## src/rtl/brt_pkg.sv

```systemverilog
package brt_pkg;

    typedef enum logic [2:0] {
        OP_B    = 3'd0,
        OP_BL   = 3'd1,
        OP_BLXI = 3'd2,
        OP_BLXR = 3'd3,
        OP_BXR  = 3'd4,
        OP_CBZ  = 3'd5,
        OP_CBNZ = 3'd6,
        OP_NONE = 3'd7
    } br_op_e;

    typedef enum logic {
        MODE_FULL = 1'b0,
        MODE_COMP = 1'b1
    } isa_mode_e;

    typedef enum logic [1:0] {
        MX_HOLD   = 2'd0,
        MX_TOGGLE = 2'd1,
        MX_LOAD   = 2'd2
    } mode_act_e;

endpackage

```

## src/rtl/brt_decide.sv

```systemverilog
module brt_decide
    import brt_pkg::*;
(
    input  br_op_e    op,
    input  logic      cond_ok,
    input  logic      rs_zero,
    output logic      taken,
    output logic      interwork,
    output mode_act_e act
);

    always_comb begin
        taken     = 1'b0;
        interwork = 1'b0;
        unique case (op)
            OP_B, OP_BL, OP_BLXI: taken = cond_ok;
            OP_BLXR, OP_BXR: begin
                taken     = cond_ok;
                interwork = 1'b1;
            end
            OP_CBZ:  taken = rs_zero;
            OP_CBNZ: taken = !rs_zero;
            OP_NONE: taken = 1'b0;
            default: taken = 1'b0;
        endcase
    end

    always_comb begin
        act = MX_HOLD;
        if (taken) begin
            if (op == OP_BLXI) begin
                act = MX_TOGGLE;
            end else if (interwork) begin
                act = MX_LOAD;
            end
        end
    end

endmodule

```

## src/rtl/brt_target.sv

```systemverilog
module brt_target
    import brt_pkg::*;
#(
    parameter int XLEN = 32
) (
    input  br_op_e            op,
    input  isa_mode_e         mode,
    input  logic              taken,
    input  logic              interwork,
    input  logic [XLEN-1:0]   pc,
    input  logic [XLEN-1:0]   imm,
    input  logic [XLEN-1:0]   rs_val,
    output logic [XLEN-1:0]   nxt_pc
);

    localparam logic [XLEN-1:0] STEP_FULL = XLEN'(4);
    localparam logic [XLEN-1:0] STEP_COMP = XLEN'(2);
    localparam logic [XLEN-1:0] WORD_MASK = ~XLEN'(3);

    logic [XLEN-1:0] seq_pc;
    logic [XLEN-1:0] rel_pc;
    logic [XLEN-1:0] xfer_pc;
    logic [XLEN-1:0] iw_pc;

    always_comb begin
        seq_pc = pc + ((mode == MODE_COMP) ? STEP_COMP : STEP_FULL);
        rel_pc = pc + imm;
        if (mode == MODE_COMP) begin
            xfer_pc = (pc & WORD_MASK) + imm;
        end else begin
            xfer_pc = rel_pc;
        end
        iw_pc    = rs_val;
        iw_pc[0] = 1'b0;
        if (!rs_val[0]) begin
            iw_pc[1] = 1'b0;
        end
    end

    always_comb begin
        if (!taken) begin
            nxt_pc = seq_pc;
        end else if (interwork) begin
            nxt_pc = iw_pc;
        end else if (op == OP_BLXI) begin
            nxt_pc = xfer_pc;
        end else begin
            nxt_pc = rel_pc;
        end
    end

endmodule

```

## src/rtl/brt_link.sv

```systemverilog
module brt_link
    import brt_pkg::*;
#(
    parameter int XLEN = 32
) (
    input  br_op_e          op,
    input  isa_mode_e       mode,
    input  logic            taken,
    input  logic [XLEN-1:0] pc,
    output logic            we,
    output logic [XLEN-1:0] val
);

    localparam logic [XLEN-1:0] BACK_FULL = XLEN'(4);
    localparam logic [XLEN-1:0] BACK_COMP = XLEN'(2);
    localparam logic [XLEN-1:0] LSB_SET   = XLEN'(1);

    always_comb begin
        we  = 1'b0;
        val = '0;
        if (taken) begin
            unique case (op)
                OP_BL, OP_BLXI: begin
                    we  = 1'b1;
                    val = (mode == MODE_COMP) ? (pc | LSB_SET) : (pc - BACK_FULL);
                end
                OP_BLXR: begin
                    we  = 1'b1;
                    val = (mode == MODE_COMP) ? ((pc - BACK_COMP) | LSB_SET)
                                              : (pc - BACK_FULL);
                end
                default: begin
                    we  = 1'b0;
                    val = '0;
                end
            endcase
        end
    end

endmodule

```

## src/rtl/brt_mode_fsm.sv

```systemverilog
module brt_mode_fsm
    import brt_pkg::*;
(
    input  logic      clk,
    input  logic      rst,
    input  logic      step,
    input  mode_act_e act,
    input  logic      load_bit,
    output isa_mode_e mode
);

    isa_mode_e state;
    isa_mode_e state_nxt;

    always_ff @(posedge clk) begin
        if (rst) begin
            state <= MODE_FULL;
        end else begin
            state <= state_nxt;
        end
    end

    always_comb begin
        state_nxt = state;
        if (step) begin
            unique case (state)
                MODE_FULL: begin
                    if (act == MX_TOGGLE) begin
                        state_nxt = MODE_COMP;
                    end else if (act == MX_LOAD && load_bit) begin
                        state_nxt = MODE_COMP;
                    end
                end
                MODE_COMP: begin
                    if (act == MX_TOGGLE) begin
                        state_nxt = MODE_FULL;
                    end else if (act == MX_LOAD && !load_bit) begin
                        state_nxt = MODE_FULL;
                    end
                end
                default: state_nxt = MODE_FULL;
            endcase
        end
    end

    assign mode = state;

    // no step, no change of mode
    a_r10_hold_idle: assert property (@(posedge clk) disable iff (rst)
        !step |=> $stable(state));

    // toggle transition always changes the state
    a_r5_toggle_flips: assert property (@(posedge clk) disable iff (rst)
        (step && act == MX_TOGGLE) |=> state != $past(state));

endmodule

```

## src/rtl/brt_unit.sv

```systemverilog
module brt_unit
    import brt_pkg::*;
#(
    parameter int XLEN = 32
) (
    input  logic            clk,
    input  logic            rst,
    input  logic            in_valid,
    input  logic [2:0]      op_code,
    input  logic [XLEN-1:0] pc,
    input  logic [XLEN-1:0] imm,
    input  logic [XLEN-1:0] rs_val,
    input  logic            cond_ok,
    output logic            out_valid,
    output logic [XLEN-1:0] res_pc,
    output logic            res_taken,
    output logic            link_we,
    output logic [XLEN-1:0] link_val,
    output logic            res_mode
);

    br_op_e          op;
    isa_mode_e       mode;
    logic            taken;
    logic            interwork;
    mode_act_e       act;
    logic [XLEN-1:0] nxt_pc;
    logic            lnk_we;
    logic [XLEN-1:0] lnk_val;
    logic            rs_zero;

    assign op      = br_op_e'(op_code);
    assign rs_zero = (rs_val == '0);

    brt_decide u_decide (
        .op        (op),
        .cond_ok   (cond_ok),
        .rs_zero   (rs_zero),
        .taken     (taken),
        .interwork (interwork),
        .act       (act)
    );

    brt_target #(.XLEN(XLEN)) u_target (
        .op        (op),
        .mode      (mode),
        .taken     (taken),
        .interwork (interwork),
        .pc        (pc),
        .imm       (imm),
        .rs_val    (rs_val),
        .nxt_pc    (nxt_pc)
    );

    brt_link #(.XLEN(XLEN)) u_link (
        .op    (op),
        .mode  (mode),
        .taken (taken),
        .pc    (pc),
        .we    (lnk_we),
        .val   (lnk_val)
    );

    brt_mode_fsm u_mode (
        .clk      (clk),
        .rst      (rst),
        .step     (in_valid),
        .act      (act),
        .load_bit (rs_val[0]),
        .mode     (mode)
    );

    always_ff @(posedge clk) begin
        if (rst) begin
            out_valid <= 1'b0;
            res_pc    <= '0;
            res_taken <= 1'b0;
            link_we   <= 1'b0;
            link_val  <= '0;
        end else begin
            out_valid <= in_valid;
            link_we   <= in_valid & lnk_we;
            if (in_valid) begin
                res_pc    <= nxt_pc;
                res_taken <= taken;
                link_val  <= lnk_val;
            end
        end
    end

    assign res_mode = mode;

    // a presented operation produces a strobe one cycle later
    a_r1_valid_follows: assert property (@(posedge clk) disable iff (rst)
        in_valid |=> out_valid);

    // idle cycles give no strobe and no link write
    a_r1_idle_quiet: assert property (@(posedge clk) disable iff (rst)
        !in_valid |=> (!out_valid && !link_we));

    // interworking write sets mode from operand bit 0 and clears target bit 0
    a_r6_interwork_mode: assert property (@(posedge clk) disable iff (rst)
        (in_valid && cond_ok && (op_code == 3'd3 || op_code == 3'd4))
        |=> (res_pc[0] == 1'b0 && res_mode == $past(rs_val[0])));

    // compare-and-branch never links and never touches the mode
    a_r8_cb_no_side: assert property (@(posedge clk) disable iff (rst)
        (in_valid && (op_code == 3'd5 || op_code == 3'd6))
        |=> (!link_we && $stable(res_mode)));

    // plain branch and register exchange never link
    a_r7_no_link: assert property (@(posedge clk) disable iff (rst)
        (in_valid && (op_code == 3'd0 || op_code == 3'd4)) |=> !link_we);

    // failed predicate leaves the mode alone and writes no link
    a_r9_fail_quiet: assert property (@(posedge clk) disable iff (rst)
        (in_valid && !cond_ok && op_code <= 3'd4)
        |=> (!link_we && !res_taken && $stable(res_mode)));

endmodule

```

## config.mk

```make
export PLATFORM = sky130hd
export DESIGN_NAME = brt_unit
export DESIGN_NICKNAME = d
export VERILOG_FILES = /design/src/rtl/brt_pkg.sv /design/src/rtl/brt_decide.sv /design/src/rtl/brt_target.sv /design/src/rtl/brt_link.sv /design/src/rtl/brt_mode_fsm.sv /design/src/rtl/brt_unit.sv
export SDC_FILE = /design/constraint.sdc
export NUM_CORES = 1
export LEC_CHECK = 0
export BUFFER_PORTS_ARGS = -buffer_cell sky130_fd_sc_hd__buf_4
export CAP_MARGIN = 20
export CORE_ASPECT_RATIO = 0.6
export CORE_MARGIN = 2
export CORE_UTILIZATION = 49
export DETAILED_ROUTE_END_ITERATION = 8
export HOLD_SLACK_MARGIN = 0.12
export PLACE_DENSITY = 0.86
export RECOVER_POWER = 50
export SLEW_MARGIN = 15
export SYNTH_ARGS = -nofsm -noshare
export SYNTH_HDL_FRONTEND = slang
export SYNTH_SLANG_ARGS = --single-unit
export TNS_END_PERCENT = 1
```

## constraint.sdc

```tcl
create_clock -name clk -period 2.25 [get_ports clk]
set_input_delay 0.1125 -clock clk [delete_from_list [all_inputs] [get_ports clk]]
set_output_delay 0.1125 -clock clk [all_outputs]
set_load 0.02 [all_outputs]
```

After elaboration in Yosys (flattened, before gate mapping)
Cells that the tools add are included.
Widths: inputs -> output; s select.

word-level totals
  flip-flop bits (word level) = 68
  input bits = 103
  output and inout port bits = 68
  word-level logic and storage cells = 54

operators by class
  add/subtract/negate cells = 5
  eq/ne operators = 9
  muxes and demuxes = 22
  bitwise gates (word level) = 2
  reduce and logical (&&, ||, !) cells = 10

operators by type and width
  operator               count
  $mux 32                7
  $add 32x32->32         3
  $pmux 32 s2            1
  $logic_not 32->1       1
  $sub 32x2->32 const B  1
  $sub 32x3->32 const B  1
  $eq 3x3->1 const B     4
  $mux 1                 8
  $eq 3x2->1 const B     2
  $mux 2                 3
  $reduce_or 5->1        1
  $pmux 1 s4             1
  $reduce_or 2->1        2
  $eq 3x1->1 const B     1
  $logic_not 3->1        1
  $mux 3                 1
  $reduce_or 3->1        1
  $eq 2x1->1 const B     1
  $eq 2x2->1 const B     1
  $logic_and 1x1->1      2
  $logic_not 1->1        2
  $pmux 1 s2             1
  $and 1x1->1            1
  $not 1->1              1

Depth between registers and ports, before layout
Gate-level depths: netlist of run 1.

  depth after elaboration = 11
  mapped depth = 11
  gate-level depth less buffers = 10

Modules after synthesis
Synthesis of run 1 repeated with hierarchy kept, for this count alone.

unflattened totals
  cells, all modules = 900
  area, all modules = 6896.6 µm²

by module, submodules not included
  module        instances  cells an instance  area an instance (µm²)  sequential area each (µm²)
  brt_target    1          454                3037.9                  0.0
  brt_unit      1          225                2471.1                  1341.3
  brt_link      1          204                1253.7                  0.0
  brt_mode_fsm  1          8                  68.8                    20.0
  brt_decide    1          9                  65.1                    0.0

Least setup slack after synthesis of run 1
OpenSTA, ideal clock, no wires.

  kind = register to register
  from = register u_mode.state (netlist: u_mode.mode)
  to = register res_pc[26]
  setup time = 0.141 ns
  data arrival time = 2.524 ns
  data required time = 2.109 ns
  slack = -0.415 ns
  stages on the path, launching flop included = 11
  buffers on the path = 1
  clock period less this slack = 2.665 ns
  cells stage by stage = dfxtp_1 clkinv_1 ha_1 a21oi_1 nor3_1 and3_1 clkbuf_1 and3_1 xor2_1 a22oi_1 o311ai_0

between the ends
  word-level cells in the longest chain between the ends = 4
  elaborated cells on any way between the ends = 6
  those cells by class = 1 x add/sub; 5 x mux

RTL lines
  what                                                    RTL line            text
  from (decl)                                             brt_mode_fsm.sv:12  isa_mode_e state;
  from (signal assigned)                                  brt_mode_fsm.sv:19  state <= state_nxt;
  branches (longest 3 deep; another with $add 32x32->32)  --
  $mux 32 *                                               brt_target.sv:41    if (!taken) begin
  to (signal assigned)                                    brt_unit.sv:84      res_pc <= nxt_pc;
  to (decl)                                               brt_unit.sv:15      output logic [XLEN-1:0] res_pc,

Every way passes the cells marked *.
A chain may end at the register's enable or synchronous reset.

Worst setup path after layout of run 1
  from = register u_mode.state (netlist: u_mode.mode)
  to = register res_pc[29]

Same word-level chain as after synthesis.

==> results of run 1 <==
==> state kept, by name, indices dropped and copies added (netlist names) <==
name         count
link_val        32
link_we          1
out_valid        1
res_pc          32
res_taken        1
u_mode.mode      1
==> worst register-to-register path, delay by kind of cell, from the launching register on <==
family	cells	cell delay, ns
compound gates	2	0.36
fa+ha+maj	1	0.20
flops	1	0.37
buf+inv	2	0.19
simple gates	5	1.22
==> power breakdown <==
part | internal, W | leakage, nW | switching (W)
clock | 0.00118 | 0.173 | 0.000583
sequential | 0.00128 | 0.557 | 0.0000581
combinational | 0.000817 | 3.34 | 0.00102
==> cell type report <==
| class | count | share of cell area (%) |
|---|---|---|
| Multi-Input combinational cell | 732 | 51.1 |
| Clock inverter | 5 | 1.11 |
| Timing Repair Buffer | 367 | 27.4 |
| Inverter | 25 | 1.04 |
| Tap cell | 170 | 2.24 |
| Clock buffer | 11 | 2.78 |
| Sequential cell | 68 | 14.4 |
==> metal layers <==
metal	vias up	GRT usage, %	part of all wire (%)
met5	-	0	0
met4	0	7.79	2.6
met3	90	11.2	14
met2	693	57.9	42
met1	3984	51.0	41
li1	3933	-	-
==> Yosys cell counts, drive strengths merged, types with 23 or more instances <==
cell type / number / area share, %
a21oi: 72 / 5.6
clkbuf: 56 / 3.3
dfxtp: 68 / 21
ha: 35 / 6.8
inv: 23 / 1.3
nand2: 97 / 5.7
nand3: 31 / 2.4
nor2: 77 / 4.5
nor3: 28 / 2.2
o21ai: 84 / 6.8
xnor2: 35 / 4.8
xor2: 23 / 3.1
==> cells by family (layout without fill, tap and decap cells) <==
family | Yosys count | count (layout)
AO/OA/AOI/OAI | 297 | 297
XOR/XNOR | 58 | 58
adder cells (fa/ha/maj) | 38 | 38
buffers and inverters | 94 | 408
flip-flops | 68 | 68
multiplexers | 12 | 12
AND/OR/NAND/NOR | 327 | 327
==> timing repair <==
action / 4_1_cts / 5_1_grt
hold buffers: 9 / 0
setup buffers: 1 / 5
pin swaps: 3 / 15
endpoints found under the hold margin: 13 / 0
resized for setup: 12 / 29
endpoints found under the setup margin: 14 / 21
==> per-stage QoR <==
| stage | cell area, um2 | power, W | cells | setup TNS, ns | hold WS, ns |
|---|---|---|---|---|---|
| after floorplan | 6460 | 0.00227 | 894 | 0 | 0.255 |
| after global placement | 9080 | 0.00310 | 1347 | -3.45 | 0.413 |
| after detailed placement | 9080 | 0.00312 | 1347 | -4.51 | 0.427 |
| after CTS | 9570 | 0.00489 | 1373 | -0.116 | 0.121 |
| after global routing | 9510 | 0.00512 | 1378 | -1.53 | 0.133 |
| final | 9510 | 0.00494 | 1378 | -0.583 | 0.129 |
==> path summary, 6_finish.rpt <==
path         slack, ns                   endpoint  cells after the start                       from
max              -0.16    res_pc[29]$_SDFFE_PP0P_                     10   u_mode.mode$_SDFFE_PP0P_
min               0.13     res_pc[7]$_SDFFE_PP0P_                      3                  rs_val[7]
max reg2reg      -0.16    res_pc[29]$_SDFFE_PP0P_                     10   u_mode.mode$_SDFFE_PP0P_
min reg2reg       0.45  link_val[23]$_SDFFE_PP0P_                      2  link_val[23]$_SDFFE_PP0P_
==> out/qor.log, run 1 <==
[run_status] result of the run complete, but fails checks
[run_status] violated checks negative setup slack
[logic_synthesis] Unique masters post-synth 73
[sta] Peak Freq 415 MHz
[setup_path] critical path launch point type register
[logic_synthesis] number of cells produced by synthesis 894
[cts] Max Root-Sink Buffers 2
[logic_synthesis] Yosys warnings 0
[detailed_routing] post-detailed-route via-to-cell ratio 6.31
[global_route] Remaining Overflow, GRT 0
[power] leakage component of the power 4.07 nW
[placed_design] Port Buffer Count 170
[final_layout] Storage cell area 1370 um2
[final_layout] layout filler cell count 1,012
[final_layout] multi-input combinational cell area 4860 um2
[logic_synthesis] register bit total from synthesis 68
[logic_synthesis] count of flip-flops with a built-in enable after synthesis 0
[setup_path] CP cell instances buf_6, inv_6, fa_2, nand4_1, nor4_4, nand3_2, or3_4, nand3_4, o311ai_4, a221oi_2
[floorplan] overall die width 152 um
[final_layout] most common library cell in the layout ignoring fill and taps sky130_fd_sc_hd__buf_4
[floorplan] die height 92.8 um
[logic_synthesis] Async S/R FF share, synth 0%
[detailed_routing] number of detailed-route iterations in the first pass 6
[setup_path] Worst Path Required 2.51 ns
[cts] CTS tree done
[cts] CTS Root Buffer Type sky130_fd_sc_hd__clkbuf_16
[global_route] pin count of the biggest net entering global routing 25
[logic_synthesis] share of the synthesized area in compound gates (AO/OA/AOI/OAI) 30.0%
[sta] final setup vio count 8
[floorplan] floorplan core area 12,900 um2
[logic_synthesis] adder and majority cell fraction of the synthesized area 7.73%
[cts] clock-pin transition on the worst setup and hold timing paths 0.06 ns
[power] worst-case vdd ir drop 358 uV
[final_layout] post-layout utilization of the core 74.0%
[run] number of violations of the max-capacitance limit 0
[setup_path] stage delay of the slowest cell on the critical path 0.40 ns
[cts] sink count of the clock tree 68
[logic_synthesis] Post-Synthesis Net Count 1,035
[floorplan] initial standard-cell utilization of the core 50.1%
[sta] transition time of the tightest slew-check pin 0.520 ns
[logic_synthesis] Post-Syn Area per Cell 7.21 um2
[setup_path] CP Max Fanout 5
[final_layout] nets@finish 1,344
[sta] worst setup slack after layout -0.159 ns
[setup_path] CP Capture Type register
[placed_design] DP Worst Slack -0.376 ns
[detailed_routing] per-cell routed wire length 20.1 um
[final_layout] proportion of layout cells with a drive suffix above 1 29.7%
[global_route] initial antenna violation count 0
[hold_path] Hold WC Path Type in -> reg
[detailed_routing] Iteration-0 DRC Markers 1,234
[sta] min Tclk post-route 2.41 ns
[setup_path] family with the most delay on the worst path simple AND/OR/NAND/NOR gates
[cts] CTS Buf Count 9
[setup_path] Setup CP Type reg -> reg
[global_route] wire length of the first global-routing pass 41,800 um
[floorplan] number of cell rows 32
[logic_synthesis] simple-gate portion of the synthesized area 25.1%
[cts] CTS H-tree lvls 3
[cts] clock latency on the worst-skew pair 0.34 ns
[sta] RSZ-0062 raised after global routing yes
[setup_path] signal arrival time at the worst endpoint 2.66 ns
[floorplan] die area 14,100 um2
[logic_synthesis] sequential fraction of the synthesis area 21.1%
[detailed_routing] total via count in the routed design 8,700
[global_route] all-layer global routing usage 37.2%
[detailed_routing] WL final 27,800 um
[detailed_routing] DR DRC count 0
[logic_synthesis] largest family of logic cells by synthesized area compound AO/OA/AOI/OAI gates
[setup_path] Crit-path slowest cell sky130_fd_sc_hd__or3_4
[final_layout] diodes inserted 0
[final_layout] most frequent cells in the layout sky130_fd_sc_hd__buf_4 (293), sky130_fd_sc_hd__nand2_1 (96), sky130_fd_sc_hd__nor2_1 (74)
[detailed_routing] DRT antenna net count 0
[placed_design] final RePlAce weighted congestion 1.09
[logic_synthesis] primary flip-flop cell chosen by synthesis mapping sky130_fd_sc_hd__dfxtp_1
[placed_design] half-perimeter wire length of the detailed placement result 21,800 um
[logic_synthesis] fraction of synthesized area in multiplexers 2.06%
[logic_synthesis] mapped cell area 6440 um2
[logic_synthesis] xor-xnor portion of the synthesized cell area 7.88%
[sta] fin crit share 107%
[power] power per cell area 520 nW/um2
[setup_path] Buf+Inv Stages, Crit Path 2
[sta] worst slew margin relative to its limit 65.3%
[floorplan] number of primary I/O pins 171
[global_route] vias in the first global route 7,871
[sta] hold violation count in the final report 0
[sta] setup clock skew after layout 0.00529 ns
[final_layout] signed area change from the synthesized netlist to the final layout 47.5%
[sta] number of slew-limit violations in the final report 0
No activity file was read; power rests on OpenSTA's default activity.
==> inputs of run 2 (changes only) <==
--- a/config.mk
+++ b/config.mk
@@ -6,10 +6,10 @@
 export NUM_CORES = 1
 export LEC_CHECK = 0
-export BUFFER_PORTS_ARGS = -buffer_cell sky130_fd_sc_hd__buf_4
 export CAP_MARGIN = 20
 export CORE_ASPECT_RATIO = 0.6
 export CORE_MARGIN = 2
-export CORE_UTILIZATION = 49
+export CORE_UTILIZATION = 59
 export DETAILED_ROUTE_END_ITERATION = 8
+export DONT_BUFFER_PORTS = 1
 export HOLD_SLACK_MARGIN = 0.12
 export PLACE_DENSITY = 0.86
==> constraint.sdc (replaced) <==
create_clock -name clk -period 2.25 [get_ports clk]
set_input_delay 0.225 -clock clk [delete_from_list [all_inputs] [get_ports clk]]
set_output_delay 0.225 -clock clk [all_outputs]
set_load 0.02 [all_outputs]
==> out/qor.log, run 2 (synthesized netlist as in run 1, its figures left out) <==
[run_status] result of the run complete, but fails checks
[run_status] violated checks negative setup slack
[setup_path] number of logic stages on the critical path including buffering 9
[sta] Peak Freq 437 MHz
[sta] hold violation count in the final report 0
[setup_path] Crit-path slowest cell sky130_fd_sc_hd__dfxtp_4
[power] leakage component of the power 3.17 nW
[setup_path] Buf+Inv Stages, Crit Path 0
[floorplan] number of cell rows 29
[sta] number of slew-limit violations in the final report 0
[final_layout] most frequent cells in the layout sky130_fd_sc_hd__buf_4 (121), sky130_fd_sc_hd__nand2_1 (96), sky130_fd_sc_hd__nor2_1 (76)
[setup_path] family with the most delay on the worst path simple AND/OR/NAND/NOR gates
[floorplan] overall die width 139 um
[power] power per cell area 535 nW/um2
[final_layout] diodes inserted 0
[floorplan] initial standard-cell utilization of the core 60.8%
[detailed_routing] total via count in the routed design 7,793
[placed_design] DP Worst Slack -0.466 ns
[detailed_routing] Iteration-0 DRC Markers 1,098
[global_route] pin count of the biggest net entering global routing 34
[setup_path] Register-to-Register Path Depth 9
[sta] RSZ-0062 raised after global routing yes
[cts] CTS Buf Count 9
[sta] transition time of the tightest slew-check pin 0.600 ns
[cts] CTS H-tree lvls 3
[detailed_routing] DR DRC count 0
[global_route] vias in the first global route 6,913
[setup_path] CP Capture Type register
[cts] clock latency on the worst-skew pair 0.34 ns
[cts] clock-pin transition on the worst setup and hold timing paths 0.06 ns
[global_route] all-layer global routing usage 41.5%
[global_route] wire length of the first global-routing pass 38,500 um
[setup_path] Setup CP Type reg -> reg
[final_layout] post-layout utilization of the core 75.3%
[floorplan] die area 11,800 um2
[setup_path] signal arrival time at the worst endpoint 2.54 ns
[power] worst-case vdd ir drop 430 uV
[detailed_routing] WL final 25,500 um
[floorplan] die height 85.0 um
[detailed_routing] post-detailed-route via-to-cell ratio 6.91
[final_layout] signed area change from the synthesized netlist to the final layout 23.8%
[hold_path] Hold WC Path Type in -> reg
[sta] min Tclk post-route 2.29 ns
[final_layout] top flop regs link_val: 32 flops, res_pc: 32 flops
[final_layout] most common library cell in the layout ignoring fill and taps sky130_fd_sc_hd__buf_4
[floorplan] floorplan core area 10,600 um2
[cts] CTS tree done
[sta] setup clock skew after layout 0.00533 ns
[floorplan] number of primary I/O pins 171
[cts] sink count of the clock tree 68
[sta] final-layout setup total negative slack -0.0586 ns
[placed_design] half-perimeter wire length of the detailed placement result 19,300 um
[run] number of violations of the max-capacitance limit 0
[hold_path] number of cells traversed by the worst hold path 1
[final_layout] nets@finish 1,125
[detailed_routing] per-cell routed wire length 22.6 um
[detailed_routing] number of detailed-route iterations in the first pass 8
[detailed_routing] DRT antenna net count 0
[global_route] Remaining Overflow, GRT 0
[sta] fin crit share 102%
[final_layout] proportion of layout cells with a drive suffix above 1 18.4%
[final_layout] layout filler cell count 802
[cts] CTS Root Buffer Type sky130_fd_sc_hd__clkbuf_16
[setup_path] CP cell instances ha_4, fa_2, nand4_1, nor4_4, nand3_2, or3_1, nand3_1, o311ai_1, a221oi_1
[setup_path] CP Max Fanout 6
[placed_design] Port Buffer Count 0
[placed_design] final RePlAce weighted congestion 1.05
[sta] final setup vio count 3
[setup_path] stage delay of the slowest cell on the critical path 0.39 ns
[cts] Max Root-Sink Buffers 2
[sta] worst setup slack after layout -0.0395 ns
[global_route] initial antenna violation count 0
[setup_path] Worst Path Required 2.50 ns
[sta] worst slew margin relative to its limit 59.6%
[setup_path] critical path launch point type register
==> run 2: stage by stage <==
step | area, um2 | std cells | power (W) | hold WS [ns]
2_1_floorplan | 6460 | 894 | 0.00227 | 0.368
3_3_place_gp | 7290 | 1085 | 0.00265 | 0.303
5_1_grt | 7980 | 1127 | 0.00443 | 0.00482
3_5_place_dp | 7290 | 1085 | 0.00266 | 0.303
6_report | 7980 | 1127 | 0.00427 | 0.0111
4_1_cts | 7850 | 1122 | 0.00418 | 0.00702
==> run 2: worst reg2reg max path, stage by stage, from the launching register on <==
cell,delay (ns)
sky130_fd_sc_hd__dfxtp_4,0.39
sky130_fd_sc_hd__ha_4,0.15
sky130_fd_sc_hd__fa_2,0.20
sky130_fd_sc_hd__nand4_1,0.19
sky130_fd_sc_hd__nor4_4,0.37
sky130_fd_sc_hd__nand3_2,0.13
sky130_fd_sc_hd__or3_1,0.33
sky130_fd_sc_hd__nand3_1,0.10
sky130_fd_sc_hd__o311ai_1,0.09
sky130_fd_sc_hd__a221oi_1,0.25
==> run 2: path summary, 6_finish.rpt <==
| kind | from | to | slack (ns) |
|---|---|---|---|
| setup / recovery | u_mode.mode$_SDFFE_PP0P_ | res_pc[29]$_SDFFE_PP0P_ | -0.04 |
| hold reg to reg | link_val[23]$_SDFFE_PP0P_ | link_val[23]$_SDFFE_PP0P_ | 0.54 |
| hold / removal | in_valid | res_pc[14]$_SDFFE_PP0P_ | 0.01 |
| setup reg to reg | u_mode.mode$_SDFFE_PP0P_ | res_pc[29]$_SDFFE_PP0P_ | -0.04 |
==> run 2: per-layer routing <==
metal | GRT usage, % | routed length, um
met5 | 0 | 0
met4 | 9.83 | 709
met3 | 16.0 | 4240
met2 | 61.6 | 10400
met1 | 57.1 | 10200
==> run 2: layout make-up <==
class	count	area [um2]	share of cell area [%]
tap	139	174	2.18
sequential	68	1370	17.1
clock buffer	10	250	3.14
inverter	25	95.1	1.19
timing repair buffer	148	1210	15.2
clock inverter	5	60.1	0.753
multi-input combinational	732	4820	60.5
==> run 2: what timing repair did <==
| action | 4_1_cts | 5_1_grt |
|---|---|---|
| hold buffers | 22 | 1 |
| gates resized for setup | 8 | 26 |
| endpoints found under the hold margin | 29 | 5 |
| setup buffers | 0 | 4 |
| pin swaps | 0 | 10 |
| endpoints found under the setup margin | 8 | 12 |
==> run 2: where the power goes <==
group          total (W)  internal (W)  switching, W
logic            0.00135      0.000622      0.000726
registers        0.00144       0.00128      0.000157
clock network    0.00148      0.000920      0.000563
